==> config.mk <==
export PLATFORM = sky130hd
export DESIGN_NAME = stack_list_mover
export DESIGN_NICKNAME = d
export VERILOG_FILES = /design/src/rtl/stk_pkg.sv /design/src/rtl/stk_pick.sv /design/src/rtl/stk_popcnt.sv /design/src/rtl/stk_sp_reg.sv /design/src/rtl/stack_list_mover.sv
export SDC_FILE = /design/constraint.sdc
export NUM_CORES = 1
export LEC_CHECK = 0
export ABC_AREA = 1
export BUFFER_PORTS_ARGS = -buffer_cell sky130_fd_sc_hd__buf_2
export CORE_MARGIN = 2
export CORE_UTILIZATION = 56
export CTS_BUF_LIST = sky130_fd_sc_hd__clkbuf_2
export CTS_CLUSTER_SIZE = 24
export DETAILED_ROUTE_END_ITERATION = 8
export PLACE_DENSITY_LB_ADDON = 0.05
export SYNTH_ARGS = -nofsm -noshare
export SYNTH_HDL_FRONTEND = slang
export SYNTH_SLANG_ARGS = --single-unit
==> constraint.sdc <==
create_clock -name clk -period 3.8 [get_ports clk]
set_input_delay 0.76 -clock clk [delete_from_list [all_inputs] [get_ports clk]]
set_output_delay 0.76 -clock clk [all_outputs]
set_load 0.02 [all_outputs]
==> src/rtl/stk_pkg.sv <==
package stk_pkg;
  localparam int unsigned WORD_BYTES = 4;
  localparam int unsigned BYTE_SHIFT = 2;

  typedef enum logic [1:0] {
    ST_IDLE = 2'd0,
    ST_MOVE = 2'd1,
    ST_FIN  = 2'd2
  } mover_state_t;
endpackage

==> src/rtl/stk_pick.sv <==
// Lowest-set-bit picker: prefix-OR chain built with generate.
module stk_pick #(
  parameter int unsigned N  = 16,
  parameter int unsigned IW = $clog2(N)
) (
  input  logic [N-1:0]  vec,
  output logic          found,
  output logic [IW-1:0] idx,
  output logic [N-1:0]  onehot
);
  logic [N:0] below;
  assign below[0] = 1'b0;

  for (genvar i = 0; i < N; i++) begin : g_chain
    assign below[i+1] = below[i] | vec[i];
    assign onehot[i]  = vec[i] & ~below[i];
  end

  assign found = below[N];

  always_comb begin
    idx = '0;
    for (int i = 0; i < N; i++) begin
      if (onehot[i]) idx = idx | IW'(i);
    end
  end
endmodule

==> src/rtl/stk_popcnt.sv <==
// Population count of a register mask.
module stk_popcnt #(
  parameter int unsigned N  = 16,
  parameter int unsigned CW = $clog2(N + 1)
) (
  input  logic [N-1:0]  vec,
  output logic [CW-1:0] count
);
  always_comb begin
    count = '0;
    for (int i = 0; i < N; i++) begin
      count = count + CW'(vec[i]);
    end
  end
endmodule

==> src/rtl/stk_sp_reg.sv <==
// Stack pointer register; low address bits are cleared on reset and on every write.
module stk_sp_reg #(
  parameter int unsigned          AW   = 32,
  parameter logic [AW-1:0]        INIT = '0
) (
  input  logic          clk,
  input  logic          rst_n,
  input  logic          wr_en,
  input  logic [AW-1:0] wr_val,
  output logic [AW-1:0] sp
);
  localparam logic [AW-1:0] ALIGN_MASK = ~AW'(stk_pkg::WORD_BYTES - 1);
  localparam logic [AW-1:0] INIT_ALIGNED = INIT & ALIGN_MASK;

  always_ff @(posedge clk or negedge rst_n) begin
    if (!rst_n)     sp <= INIT_ALIGNED;
    else if (wr_en) sp <= wr_val & ALIGN_MASK;
  end
endmodule

==> src/rtl/stack_list_mover.sv <==
module stack_list_mover #(
  parameter int unsigned        NUM_REGS = 16,
  parameter int unsigned        DATA_W   = 32,
  parameter int unsigned        ADDR_W   = 32,
  parameter logic [ADDR_W-1:0]  SP_INIT  = 32'h2000_2480,
  localparam int unsigned       IDX_W    = $clog2(NUM_REGS)
) (
  input  logic                clk,
  input  logic                rst_n,
  input  logic                start_i,
  input  logic                op_pop_i,
  input  logic [NUM_REGS-1:0] mask_i,
  output logic                busy_o,
  output logic                done_o,
  output logic [ADDR_W-1:0]   sp_o,
  output logic [IDX_W-1:0]    rf_rd_idx_o,
  input  logic [DATA_W-1:0]   rf_rd_data_i,
  output logic                rf_wr_en_o,
  output logic [IDX_W-1:0]    rf_wr_idx_o,
  output logic [DATA_W-1:0]   rf_wr_data_o,
  output logic                mem_req_o,
  output logic                mem_we_o,
  output logic [ADDR_W-1:0]   mem_addr_o,
  output logic [DATA_W-1:0]   mem_wdata_o,
  input  logic [DATA_W-1:0]   mem_rdata_i,
  input  logic                mem_ready_i
);
  import stk_pkg::*;

  localparam int unsigned CNT_W = $clog2(NUM_REGS + 1);

  // Byte span covered by n words.
  function automatic logic [ADDR_W-1:0] span_bytes(input logic [CNT_W-1:0] n);
    return ADDR_W'(n) << BYTE_SHIFT;
  endfunction

  // First address touched by an operation.
  function automatic logic [ADDR_W-1:0] first_addr(input logic [ADDR_W-1:0] sp,
                                                   input logic pop,
                                                   input logic [CNT_W-1:0] n);
    return pop ? sp : sp - span_bytes(n);
  endfunction

  // Pointer value after an operation completes.
  function automatic logic [ADDR_W-1:0] final_sp(input logic [ADDR_W-1:0] sp,
                                                 input logic pop,
                                                 input logic [CNT_W-1:0] n);
    return pop ? sp + span_bytes(n) : sp - span_bytes(n);
  endfunction

  mover_state_t        state_q;
  logic [NUM_REGS-1:0] pend_q;
  logic                pop_q;
  logic [CNT_W-1:0]    cnt_q;
  logic [ADDR_W-1:0]   addr_q;

  logic [CNT_W-1:0]    cnt_in;
  logic                pick_found;
  logic [IDX_W-1:0]    pick_idx;
  logic [NUM_REGS-1:0] pick_onehot;
  logic [NUM_REGS-1:0] pend_after;

  // Named events for the checker.
  logic                start_take;
  logic                beat_done;
  logic                last_beat;
  logic                sp_wr_en;
  logic [ADDR_W-1:0]   sp_wr_val;

  stk_popcnt #(.N(NUM_REGS), .CW(CNT_W)) u_cnt (
    .vec   (mask_i),
    .count (cnt_in)
  );

  stk_pick #(.N(NUM_REGS), .IW(IDX_W)) u_pick (
    .vec    (pend_q),
    .found  (pick_found),
    .idx    (pick_idx),
    .onehot (pick_onehot)
  );

  stk_sp_reg #(.AW(ADDR_W), .INIT(SP_INIT)) u_sp (
    .clk    (clk),
    .rst_n  (rst_n),
    .wr_en  (sp_wr_en),
    .wr_val (sp_wr_val),
    .sp     (sp_o)
  );

  assign start_take = start_i && (state_q == ST_IDLE);
  assign beat_done  = (state_q == ST_MOVE) && mem_ready_i && pick_found;
  assign pend_after = pend_q & ~pick_onehot;
  assign last_beat  = beat_done && (pend_after == '0);
  assign sp_wr_en   = last_beat;
  assign sp_wr_val  = final_sp(sp_o, pop_q, cnt_q);

  always_ff @(posedge clk or negedge rst_n) begin
    if (!rst_n) begin
      state_q <= ST_IDLE;
      pend_q  <= '0;
      pop_q   <= 1'b0;
      cnt_q   <= '0;
      addr_q  <= '0;
    end else begin
      unique case (state_q)
        ST_IDLE: begin
          if (start_take) begin
            pend_q  <= mask_i;
            pop_q   <= op_pop_i;
            cnt_q   <= cnt_in;
            addr_q  <= first_addr(sp_o, op_pop_i, cnt_in);
            state_q <= (mask_i == '0) ? ST_FIN : ST_MOVE;
          end
        end
        ST_MOVE: begin
          if (beat_done) begin
            pend_q <= pend_after;
            addr_q <= addr_q + ADDR_W'(WORD_BYTES);
            if (last_beat) state_q <= ST_FIN;
          end
        end
        ST_FIN:  state_q <= ST_IDLE;
        default: state_q <= ST_IDLE;
      endcase
    end
  end

  assign busy_o       = (state_q != ST_IDLE);
  assign done_o       = (state_q == ST_FIN);
  assign mem_req_o    = (state_q == ST_MOVE);
  assign mem_we_o     = !pop_q;
  assign mem_addr_o   = addr_q;
  assign mem_wdata_o  = rf_rd_data_i;
  assign rf_rd_idx_o  = pick_idx;
  assign rf_wr_en_o   = beat_done && pop_q;
  assign rf_wr_idx_o  = pick_idx;
  assign rf_wr_data_o = mem_rdata_i;
endmodule

==> metrics, run 1 <==
RSZ-0062 raised after global routing true; Critical Path, Cell by Cell buf_12 -> inv_12 -> ha_4 -> inv_2 -> fa_1 -> fa_1 -> fa_1 -> fa_1 -> fa_2 -> fa_2 -> xor2_2 -> ha_4 -> nand3_2 -> nand2_2 -> a21boi_2 -> nand2_2 -> inv_2 -> buf_6 -> nor2_1 -> o21ai_0 -> nand2_1 -> nand2_1 -> o21ai_1; Max Freq 199 MHz; status finished, violations left; pin count of the biggest net entering global routing 74; Syn. warnings 0; CTS max path bufs 2; CP top delay family adder cells; net switching power 0.00495 W; total number of vias 8774; CTS buffer count 9; Slew Viols, Final 0; Post-Syn Instances 1335; initial antenna violation count 1; Root Driver clkbuf_2; Clk Latency, worst-skew pair 590 ps; share of the synthesized area in the top cell type 23.1%; TritonCTS clock tree yes; Layout Cells excl Fill 1591; ys flop type dfrtp_1; Clock Pin Slew Worst Setup and Hold Paths 230 ps; Routed Antenna Nets 0; CP Launch Type input port; Least-Margin Pin Slew 1050 ps; worst rel slew slack 30.2%; sequential cell area fraction in the yosys report 24.3%; number of global-route vias before repair 8286; Logic pwr share 76.0%; Power Total 0.00866 W; post-layout min period 5040 ps; Crit-path slowest cell fa_1; Buf+Inv Stages, Crit Path 5; Synth async-reset ratio 100%; H-Tree Depth 3; Final WS setup -1240 ps; failing checks setup timing; worst hold slack 287 ps; DR pass1 iterations 7; Seq pwr share 19.3%; Chip Height 129 um; dpl ws -2090 ps; synth unique cells 44; remaining global-route overflow 0; CTS Sinks 84; type of the most critical hold path input port to asynchronous set/reset pin; final WL 25400 um; Switching Share 57.1%; DR vias/cell 5.51; die area 16500 um2; internal power 0.00371 W; syn avg cell area 6.50 um2; maximum vdd drop 450 uV; GR Util All Layers 31.8%; area of the mapped netlist 8680 um2; Lkg Pwr 5.23 nW; Placed Cells incl. Taps 1569; Die W 129 um; Routed wire per std cell 15.9 um; drt first-iter violations 683; clock power share 4.7%; cell mode on critical path fa_1; Max Cap Viol 0; Site Rows 45; worst r2r dst u_sp.sp[27]; Area growth, synth to finish 9.43%; Post-DP HPWL 19600 um; reg-to-reg startpoint pop_q; Critical Path Max Stage Delay 500 ps; first-pass GRT wire length 42100 um; Yosys reg bits 84; R2R setup slack 450 ps; I/O pin count 226; pwr dens 912 nW/um2; WP data arrival 5500 ps; leading area contributor after synthesis dfrtp_1; clk_skew 47.5 ps; layout cells sized above 1 17.1%; Tcrit/Tclk final 133%; # port buffers 93; Core Region 15200 um2; nets@finish 1538; FF-to-FF path depth 15; WP data required 4260 ps; Post-synth EDFFs 0; GPL Wtd Cong 1.02; Setup Viol. Count Final 30; CP endpoint kind flip-flop; Crit Path Class input port to flip-flop; residual DRC count 0; CP max FO 4; starting density of the core 57.1%; Final Hold Violating Endpoints 0; Synth area leaders dfrtp_1 23%, nand2_1 16%, inv_1 7.0%
[area by class of cell]
| cell class | instances | area (um2) |
|---|---|---|
| fill | 1535 | 5700 |
| multi-input combinational | 982 | 5470 |
| sequential | 84 | 2110 |
| timing repair buffer | 153 | 955 |
| inverter | 167 | 644 |
| tap | 188 | 235 |
| clock buffer | 11 | 55.1 |
| clock inverter | 5 | 28.8 |
| antenna | 1 | 2.50 |
[repair_timing]
item	in CTS	in global routing
pin swaps	35	32
endpoints found under the setup margin	31	32
hold buffers	0	0
buffers inserted	6	2
gates resized for setup	52	9
[through the flow]
stage	cell area (um2)	util (%)	setup TNS, ps
final	9500	62.5	-31290
after global routing	9500	62.5	-34820
after CTS	9460	62.2	-31470
after detailed placement	9160	60.2	-58040
after global placement	9160	60.2	-55380
after floorplan	8750	-	-38880
[how the worst max path moves through the flow]
stage	from	depth (start not counted)	slack [ps]	to
after floorplan	mask_i[1]	22	-1510	mem_addr_o[22]
after global placement	mask_i[1]	25	-1990	mem_addr_o[26]
after detailed placement	mask_i[1]	25	-2090	mem_addr_o[26]
after CTS	mask_i[1]	24	-1230	mem_addr_o[27]
after global routing	mask_i[1]	24	-1380	mem_addr_o[27]
final	mask_i[1]	23	-1240	mem_addr_o[8]
[kinds of logic (layout without fill, tap and decap cells)]
| family | Yosys count | count (layout) | synth area share (%) |
|---|---|---|---|
| adders and majority gates | 56 | 56 | 9.11 |
| other | 1 | 5 | 0.0432 |
| DFF | 84 | 84 | 24.3 |
| buffers and inverters | 272 | 336 | 15.5 |
| AOI/OAI and AO/OA | 191 | 191 | 12.1 |
| xor gates and xnor gates | 55 | 55 | 5.55 |
| and+or+nand+nor | 676 | 676 | 33.4 |
[metal layers]
layer	GRT usage [%]	vias up	wire length [um]
li1	-	4402	-
met1	45.3	4084	11900
met2	52.2	247	11800
met3	3.78	41	1330
met4	7.54	0	362
met5	0	-	0
[cell usage in the layout, fill, tap and decap left out, drive strengths merged, types with 2 or more instances in the layout]
master / netlist / final
a21oi: 51 / 51
clkbuf: 16 / 11
o22ai: 4 / 4
dfrtp: 80 / 80
ha: 44 / 44
fa: 12 / 12
a21o: 6 / 6
inv: 165 / 165
nor3: 23 / 23
o211ai: 10 / 10
a21boi: 2 / 2
nand2: 382 / 382
xor2: 41 / 41
a31oi: 4 / 4
dfstp: 4 / 4
o31ai: 2 / 2
nor2: 131 / 131
nand4: 58 / 58
conb: 1 / 4
clkinvlp: 0 / 2
o21bai: 9 / 9
clkinv: 2 / 5
nor4: 9 / 9
nand3b: 3 / 3
nand3: 68 / 68
xnor2: 14 / 14
buf: 89 / 153
o21ai: 100 / 100
[registers in the layout (all words and copies together) (netlist names)]
name and flops:
mem_addr_o 30, pend_q 16, cnt_q 5, pop_q 1, u_sp.sp 30, state_q 2
[cells in the mapped netlist (2+ instances only)]
| master | n |
|---|---|
| nor2_2 | 2 |
| nand4_2 | 2 |
| ha_1 | 44 |
| a21oi_1 | 51 |
| nand3_1 | 67 |
| nand3b_1 | 3 |
| inv_2 | 4 |
| inv_1 | 161 |
| buf_4 | 77 |
| xnor2_1 | 14 |
| o22ai_1 | 4 |
| a21boi_0 | 2 |
| o21bai_1 | 8 |
| clkbuf_1 | 15 |
| buf_6 | 3 |
| o211ai_1 | 10 |
| clkinv_1 | 2 |
| nor3_1 | 23 |
| o21ai_0 | 81 |
| dfstp_2 | 4 |
| a21o_1 | 6 |
| o31ai_1 | 2 |
| nand2_2 | 4 |
| nand2_1 | 378 |
| dfrtp_1 | 80 |
| o21ai_1 | 19 |
| nor4_1 | 9 |
| nor2_1 | 127 |
| a31oi_1 | 4 |
| fa_1 | 12 |
| buf_2 | 9 |
| xor2_1 | 41 |
| nand4_1 | 56 |
[power by group through the flow]
stage | Clock [W] | Combinational (W) | Sequential, W
floorplan | 0 | 0.00430 | 0.00176
global placement | 0 | 0.00602 | 0.00167
detailed placement | 0 | 0.00609 | 0.00167
CTS | 0.000420 | 0.00644 | 0.00166
global route | 0.000460 | 0.00738 | 0.00172
finish | 0.000410 | 0.00658 | 0.00167
No activity file was read; power rests on OpenSTA's default activity.
==> run 2: changes to the inputs <==
- SETUP_SLACK_MARGIN: unset -> 0.15
==> run 2 against run 1 <==
  * Sequential share of layout area decreased by 0.54 points
  * Sequential power barely moved
  * The flow still finishes with violations (setup timing)
  * Setup slack worse by 57 ps
  * Total power up 5.7%
  * Maximum frequency fell by 1.1%
  * Clock power rose by 13%
  * Critical endpoint is now mem_addr_o[27]
  * Largest cell class unchanged
  * Combinational power grew 6.8%
==> metrics, run 2 (synthesis results as in run 1) <==
Final Hold Violating Endpoints 0 (unchanged); WP data required 4320 ps (+60 ps); clock power share 5.1% (+0.4 points); Area growth, synth to finish 12.2%; I/O pin count 226 (unchanged); GPL Wtd Cong 1.05 (+2.9%); H-Tree Depth 3 (unchanged); Lkg Pwr 5.32 nW (+1.7%); final WL 25800 um (+1.7%); CTS buffer count 9 (unchanged); Buf+Inv Stages, Crit Path 3 (-2); CTS Sinks 84 (unchanged); Root Driver clkbuf_2; status finished, violations left; # port buffers 93 (unchanged); failing checks setup timing; Max Cap Viol 0 (unchanged); Routed Antenna Nets 0 (unchanged); CP top delay family adder cells; met2 usage 52.2% (unchanged); WP data arrival 5610 ps (+110 ps); Placed Cells incl. Taps 1569 (unchanged); Final WS setup -1300 ps (-57.5 ps); Die W 129 um (unchanged); Logic pwr share 76.8% (+0.8 points); Setup Viol. Count Final 32 (+6.7%); Seq pwr share 18.2% (-1.1 points); CP max FO 4 (unchanged); Critical Path, Cell by Cell buf_12 -> inv_12 -> ha_4 -> inv_2 -> fa_1 -> fa_2 -> fa_2 -> fa_1 -> fa_2 -> fa_2 -> xor2_2 -> ha_4 -> a21oi_4 -> o21ai_2 -> nor2_2 -> nand2_2 -> nor2_4 -> nand2_2 -> nor2_4 -> nand2_1 -> nand2_1 -> nand3_1 -> o211ai_1 -> nand2_1; CTS hold repair buffers 0 (unchanged); Post-DP HPWL 19800 um (+0.74%); pin count of the biggest net entering global routing 72 (-2.7%); Crit Path Class input port to flip-flop; post-layout min period 5100 ps (+57.5 ps); residual DRC count 0 (unchanged); commonest non-fill, non-tap cells in the layout 367 x nand2_1, 153 x inv_1, 115 x nor2_1; total number of vias 8806 (+0.36%); Slew Viols, Final 0 (unchanged); CP endpoint kind flip-flop; Core Region 15200 um2 (unchanged); worst hold slack 226 ps (-60.9 ps); maximum vdd drop 439 uV (-2.4%); die area 16500 um2 (unchanged); worst rel slew slack 30.2% (+0.075 points); remaining global-route overflow 0 (unchanged); first-pass GRT wire length 41400 um (-1.7%); Layout Cells excl Fill 1596 (+0.31%); nets@finish 1544 (+0.39%); Max Freq 196 MHz (-1.1%); CP Launch Type input port; FF-to-FF path depth 18 (+3); starting density of the core 57.1% (unchanged); cell mode on critical path fa_2; type of the most critical hold path input port to asynchronous set/reset pin; drt first-iter violations 592 (-13%); Critical Path Max Stage Delay 550 ps (+50 ps); Site Rows 45 (unchanged); critical path depth in cells 24 (+4.3%); RSZ-0062 raised after global routing true; grt met3 use 2.74% (-1.0 points); pwr dens 941 nW/um2 (+3.1%); DR vias/cell 5.52 (about the same); Chip Height 129 um (unchanged); busiest grt layer met2; GR Util All Layers 31.3% (-0.56 points); commonest non-fill, non-tap cell in the layout nand2_1; Clock Pin Slew Worst Setup and Hold Paths 240 ps (about the same); Clk Latency, worst-skew pair 590 ps (about the same); number of global-route vias before repair 8272 (-0.17%); Layout Utilization 64.1% (+1.6 points); Tcrit/Tclk final 134% (+1.5 points); layout cells sized above 1 18.9% (+1.8 points); net switching power 0.00516 W (+4.2%); initial antenna violation count 1 (unchanged); clk_skew 44.4 ps (-3.13 ps); internal power 0.00400 W (+7.8%); CTS max path bufs 2 (unchanged); Crit-path slowest cell fa_2; DR pass1 iterations 6 (-1); TritonCTS clock tree yes; met1 Track Usage GR 43.8% (-1.5 points); Least-Margin Pin Slew 1040 ps (-1.12 ps); Switching Share 56.3% (-0.83 points); Routed wire per std cell 16.2 um (+1.4%)
## run 2: worst reg2reg max path: stages (launching register included)
cell	delay, ps
dfrtp_1	440
inv_1	70
ha_1	190
nand2_1	90
nor2_1	50
ha_1	260
nand2_1	60
o21ai_0	100
ha_1	390
a21oi_1	110
o21ai_0	280
a21oi_1	150
o21ai_0	450
nand3_1	190
nand2_1	100
nand2_1	50
nand2_1	50
nand4_1	90
nand2_1	90
## run 2: power by group through the flow
stage / sequential (W) / combinational [W] / clock (W)
3_5_place_dp: 0.00166 / 0.00606 / 0
5_1_grt: 0.00171 / 0.00782 / 0.000512
6_report: 0.00167 / 0.00703 / 0.000463
3_3_place_gp: 0.00166 / 0.00599 / 0
4_1_cts: 0.00164 / 0.00639 / 0.000476
2_1_floorplan: 0.00176 / 0.00431 / 0
## run 2: path summary, 6_finish.rpt
kind                        startpoint             end  slack (ps)
max in group asynchronous        rst_n   mem_addr_o[2]        2850
setup / recovery             mask_i[1]  mem_addr_o[27]       -1300
hold reg to reg            u_sp.sp[29]     u_sp.sp[29]         530
setup reg to reg              cnt_q[1]     u_sp.sp[27]         520
min in group clk               start_i      state_q[1]         470
hold / removal                   rst_n      u_sp.sp[9]         230
## run 2: what timing repair did
action                                  4_1_cts  5_1_grt
gates resized for setup                      46       59
endpoints found under the setup margin       34       34
buffers inserted                              6        5
gates cloned                                  0        0
pin swaps                                    26       24
## run 2: cell type report
type	count	area (um2)
diodes	1	2.50
clock buffers	9	45.0
clock inverters	6	56.3
fillers	1454	5460
inverters	167	644
multi-input cells	982	5600
flip-flops and latches	84	2110
well taps	188	235
repair buffers	159	1050
## run 2: layer usage
metal | up-vias | routed length (um)
met2 | 309 | 12200
met4 | 0 | 427
li1 | 4405 | -
met5 | - | 0
met3 | 47 | 1590
met1 | 4045 | 11600
## run 2: through the flow
stage	worst slack (ps)	cell area (um2)	power, W	setup TNS, ps
finish	-1300	9740	0.00916	-33890
detailed placement	-2060	9160	0.00772	-57960
CTS	-1200	9460	0.00851	-31000
global placement	-1990	9160	0.00765	-55300
floorplan	-1510	8750	0.00607	-38880
global route	-1450	9740	0.0100	-37940
==> run 3: changes to the inputs <==
- CORE_UTILIZATION: 56 -> 30
- HOLD_SLACK_MARGIN: unset -> 0.1
==> run 3 against run 2 <==
  * The run still ends with setup timing left
  * Critical path depth is the same
  * Critical endpoint is now mem_addr_o[28]
  * Design area grew 4.1%
  * Core utilization shrank 29 points
  * Die area grew 84%
  * Final cell count grew 13%
  * Largest cell class unchanged
  * Largest power group unchanged
  * Sequential power is essentially flat
==> metrics, run 3 (synthesis results as in run 1) <==
Routed Antenna Nets 0 (unchanged); GR Util All Layers 20.1% (-11 points); Post-DP HPWL 23900 um (+21%); worst rel slew slack 27.2% (-3.0 points); I/O pin count 226 (unchanged); clk_skew 73.7 ps (+29.2 ps); worst r2r dst u_sp.sp[20]; initial antenna violation count 1 (unchanged); DR vias/cell 4.79 (-13%); RSZ-0062 raised after global routing true; remaining global-route overflow 0 (unchanged); Setup Viol. Count Final 29 (-9.4%); Max Cap Viol 0 (unchanged); Worst Hold End pend_q[3]; commonest non-fill, non-tap cells in the layout 366 x nand2_1, 153 x inv_1, 114 x nor2_1; dpl cell area 9470 um2 (+3.4%); GPL Wtd Cong 0.871 (-17%); WP data arrival 5550 ps (-60 ps); Final Hold Violating Endpoints 0 (unchanged); CTS buffer count 9 (unchanged); CP Launch Type input port; TritonCTS clock tree yes; Max Freq 201 MHz (+2.3%); post-layout min period 4980 ps (-116 ps); final WL 30200 um (+17%); # port buffers 93 (unchanged); Crit Path Class input port to flip-flop; worst hold slack 429 ps (+203 ps); Least-Margin Pin Slew 1090 ps (+46.6 ps); R2R setup slack 550 ps (+30 ps); number of global-route vias before repair 8704 (+5.2%); Die W 174 um (+35%); setup TNS -29960 ps (+3940 ps); maximum vdd drop 267 uV (-39%); Routed wire per std cell 16.7 um (+3.3%); Tcrit/Tclk final 131% (-3.1 points); failing checks setup timing; worst hold path depth 5; worst min-delay path startpoint mask_i[3]; reg-to-reg startpoint cnt_q[1]; Layout Utilization 35.4% (-29 points); drt first-iter violations 512 (-14%); Slew Viols, Final 0 (unchanged); type of the most critical hold path input port to flip-flop; DR pass1 iterations 4 (-2); pwr dens 931 nW/um2 (-1.1%); first-pass GRT wire length 48000 um (+16%); Site Rows 62 (+38%); layout cells sized above 1 19.5% (+0.59 points); CP max FO 2 (-2); Core Region 28600 um2 (+88%); starting density of the core 30.3% (-27 points); die area 30300 um2 (+84%); Root Driver clkbuf_2; status finished, violations left; Clock Pin Slew Worst Setup and Hold Paths 270 ps (+30 ps); H-Tree Depth 3 (unchanged); Lkg Pwr 5.40 nW (+1.5%); Clk Latency, worst-skew pair 670 ps (+80 ps); Final Instance Area 10100 um2 (+4.1%); FF-to-FF path depth 16 (-2); CP endpoint kind flip-flop; pin count of the biggest net entering global routing 65 (-9.7%); Area growth, synth to finish 16.8%; CTS max path bufs 2 (unchanged); residual DRC count 0 (unchanged); CTS Sinks 84 (unchanged); Power Total 0.00943 W (+3.0%); total number of vias 8653 (-1.7%); Final WS setup -1180 ps (+116 ps); Chip Height 174 um (+35%); nets@finish 1557 (+0.84%); commonest non-fill, non-tap cell in the layout nand2_1; WP data required 4370 ps (+50 ps)
==> run 3: changes by cell type in the layout (fill, tap and decap cells not counted), moves of 2 or more <==
cell	before	now
clkinv_1	4	2
nand3_2	7	4
fa_2	5	3
nand2_4	7	5
fa_1	7	9
o21ai_2	9	7
nand3_1	60	62
buf_4	51	64
xor2_2	3	1
a21oi_2	6	3
nor2_4	6	9
nand2_2	8	11
nor2_2	9	7
a21oi_1	43	46
==> run 3: per-layer routing <==
metal / part of all wire (%) / track usage [%]
met1: 52 / 29.1
met2: 45 / 32.4
met3: 2.1 / 2.08
met4: 0.98 / 4.38
met5: 0 / 0
==> run 3: what timing repair did <==
| item | in CTS | in global routing |
|---|---|---|
| cloned | 0 | 0 |
| setup endpoints to repair | 31 | 41 |
| pin swaps | 34 | 35 |
| resized for setup | 49 | 56 |
| hold buffers | 1 | 0 |
| endpoints found under the hold margin | 24 | 0 |
| buffers inserted | 7 | 7 |
==> run 3: worst max-delay path: stages <==
cell      delay (ps)
buf_12            90
inv_12            30
ha_4             250
inv_2             30
fa_1             480
fa_1             440
fa_1             550
fa_1             430
fa_2             380
fa_2             400
xor2_4           180
ha_4             170
buf_6            110
a21oi_2          120
nand2_2           90
a21boi_4         220
buf_6            120
buf_6             80
and2_4           150
nand2_2           70
a21oi_2          150
o21ai_2           80
o211ai_1          90
nand2_1           70
==> run 3: cell type report <==
cell class | instances | area [um2]
diodes | 1 | 2.50
clock buffers | 9 | 45.0
clock inverters | 7 | 91.3
fillers | 3259 | 18500
inverters | 167 | 647
multi-input cells | 982 | 5620
flip-flops and latches | 84 | 2110
well taps | 384 | 480
repair buffers | 172 | 1140
==> run 3: stage by stage <==
stage	cells	worst slack [ps]
3_3_place_gp	1774	-2060
2_1_floorplan	1338	-1510
4_1_cts	1798	-1150
3_5_place_dp	1774	-2150
5_1_grt	1806	-1290
6_report	1806	-1180
==> run 3: power by group <==
group	switching, W	total (W)	internal [W]
Combinational	0.00446	0.00716	0.00270
Sequential	0.000473	0.00168	0.00121
Clock	0.000373	0.000588	0.000215
Total	0.00531	0.00943	0.00413
==> run 3: worst max path at each step <==
stage	start	to	slack, ps
global route	mask_i[1]	mem_addr_o[28]	-1290
detailed placement	mask_i[1]	mem_addr_o[22]	-2150
floorplan	mask_i[1]	mem_addr_o[22]	-1510
global placement	mask_i[1]	mem_addr_o[26]	-2060
finish	mask_i[1]	mem_addr_o[28]	-1180
CTS	mask_i[1]	mem_addr_o[19]	-1150
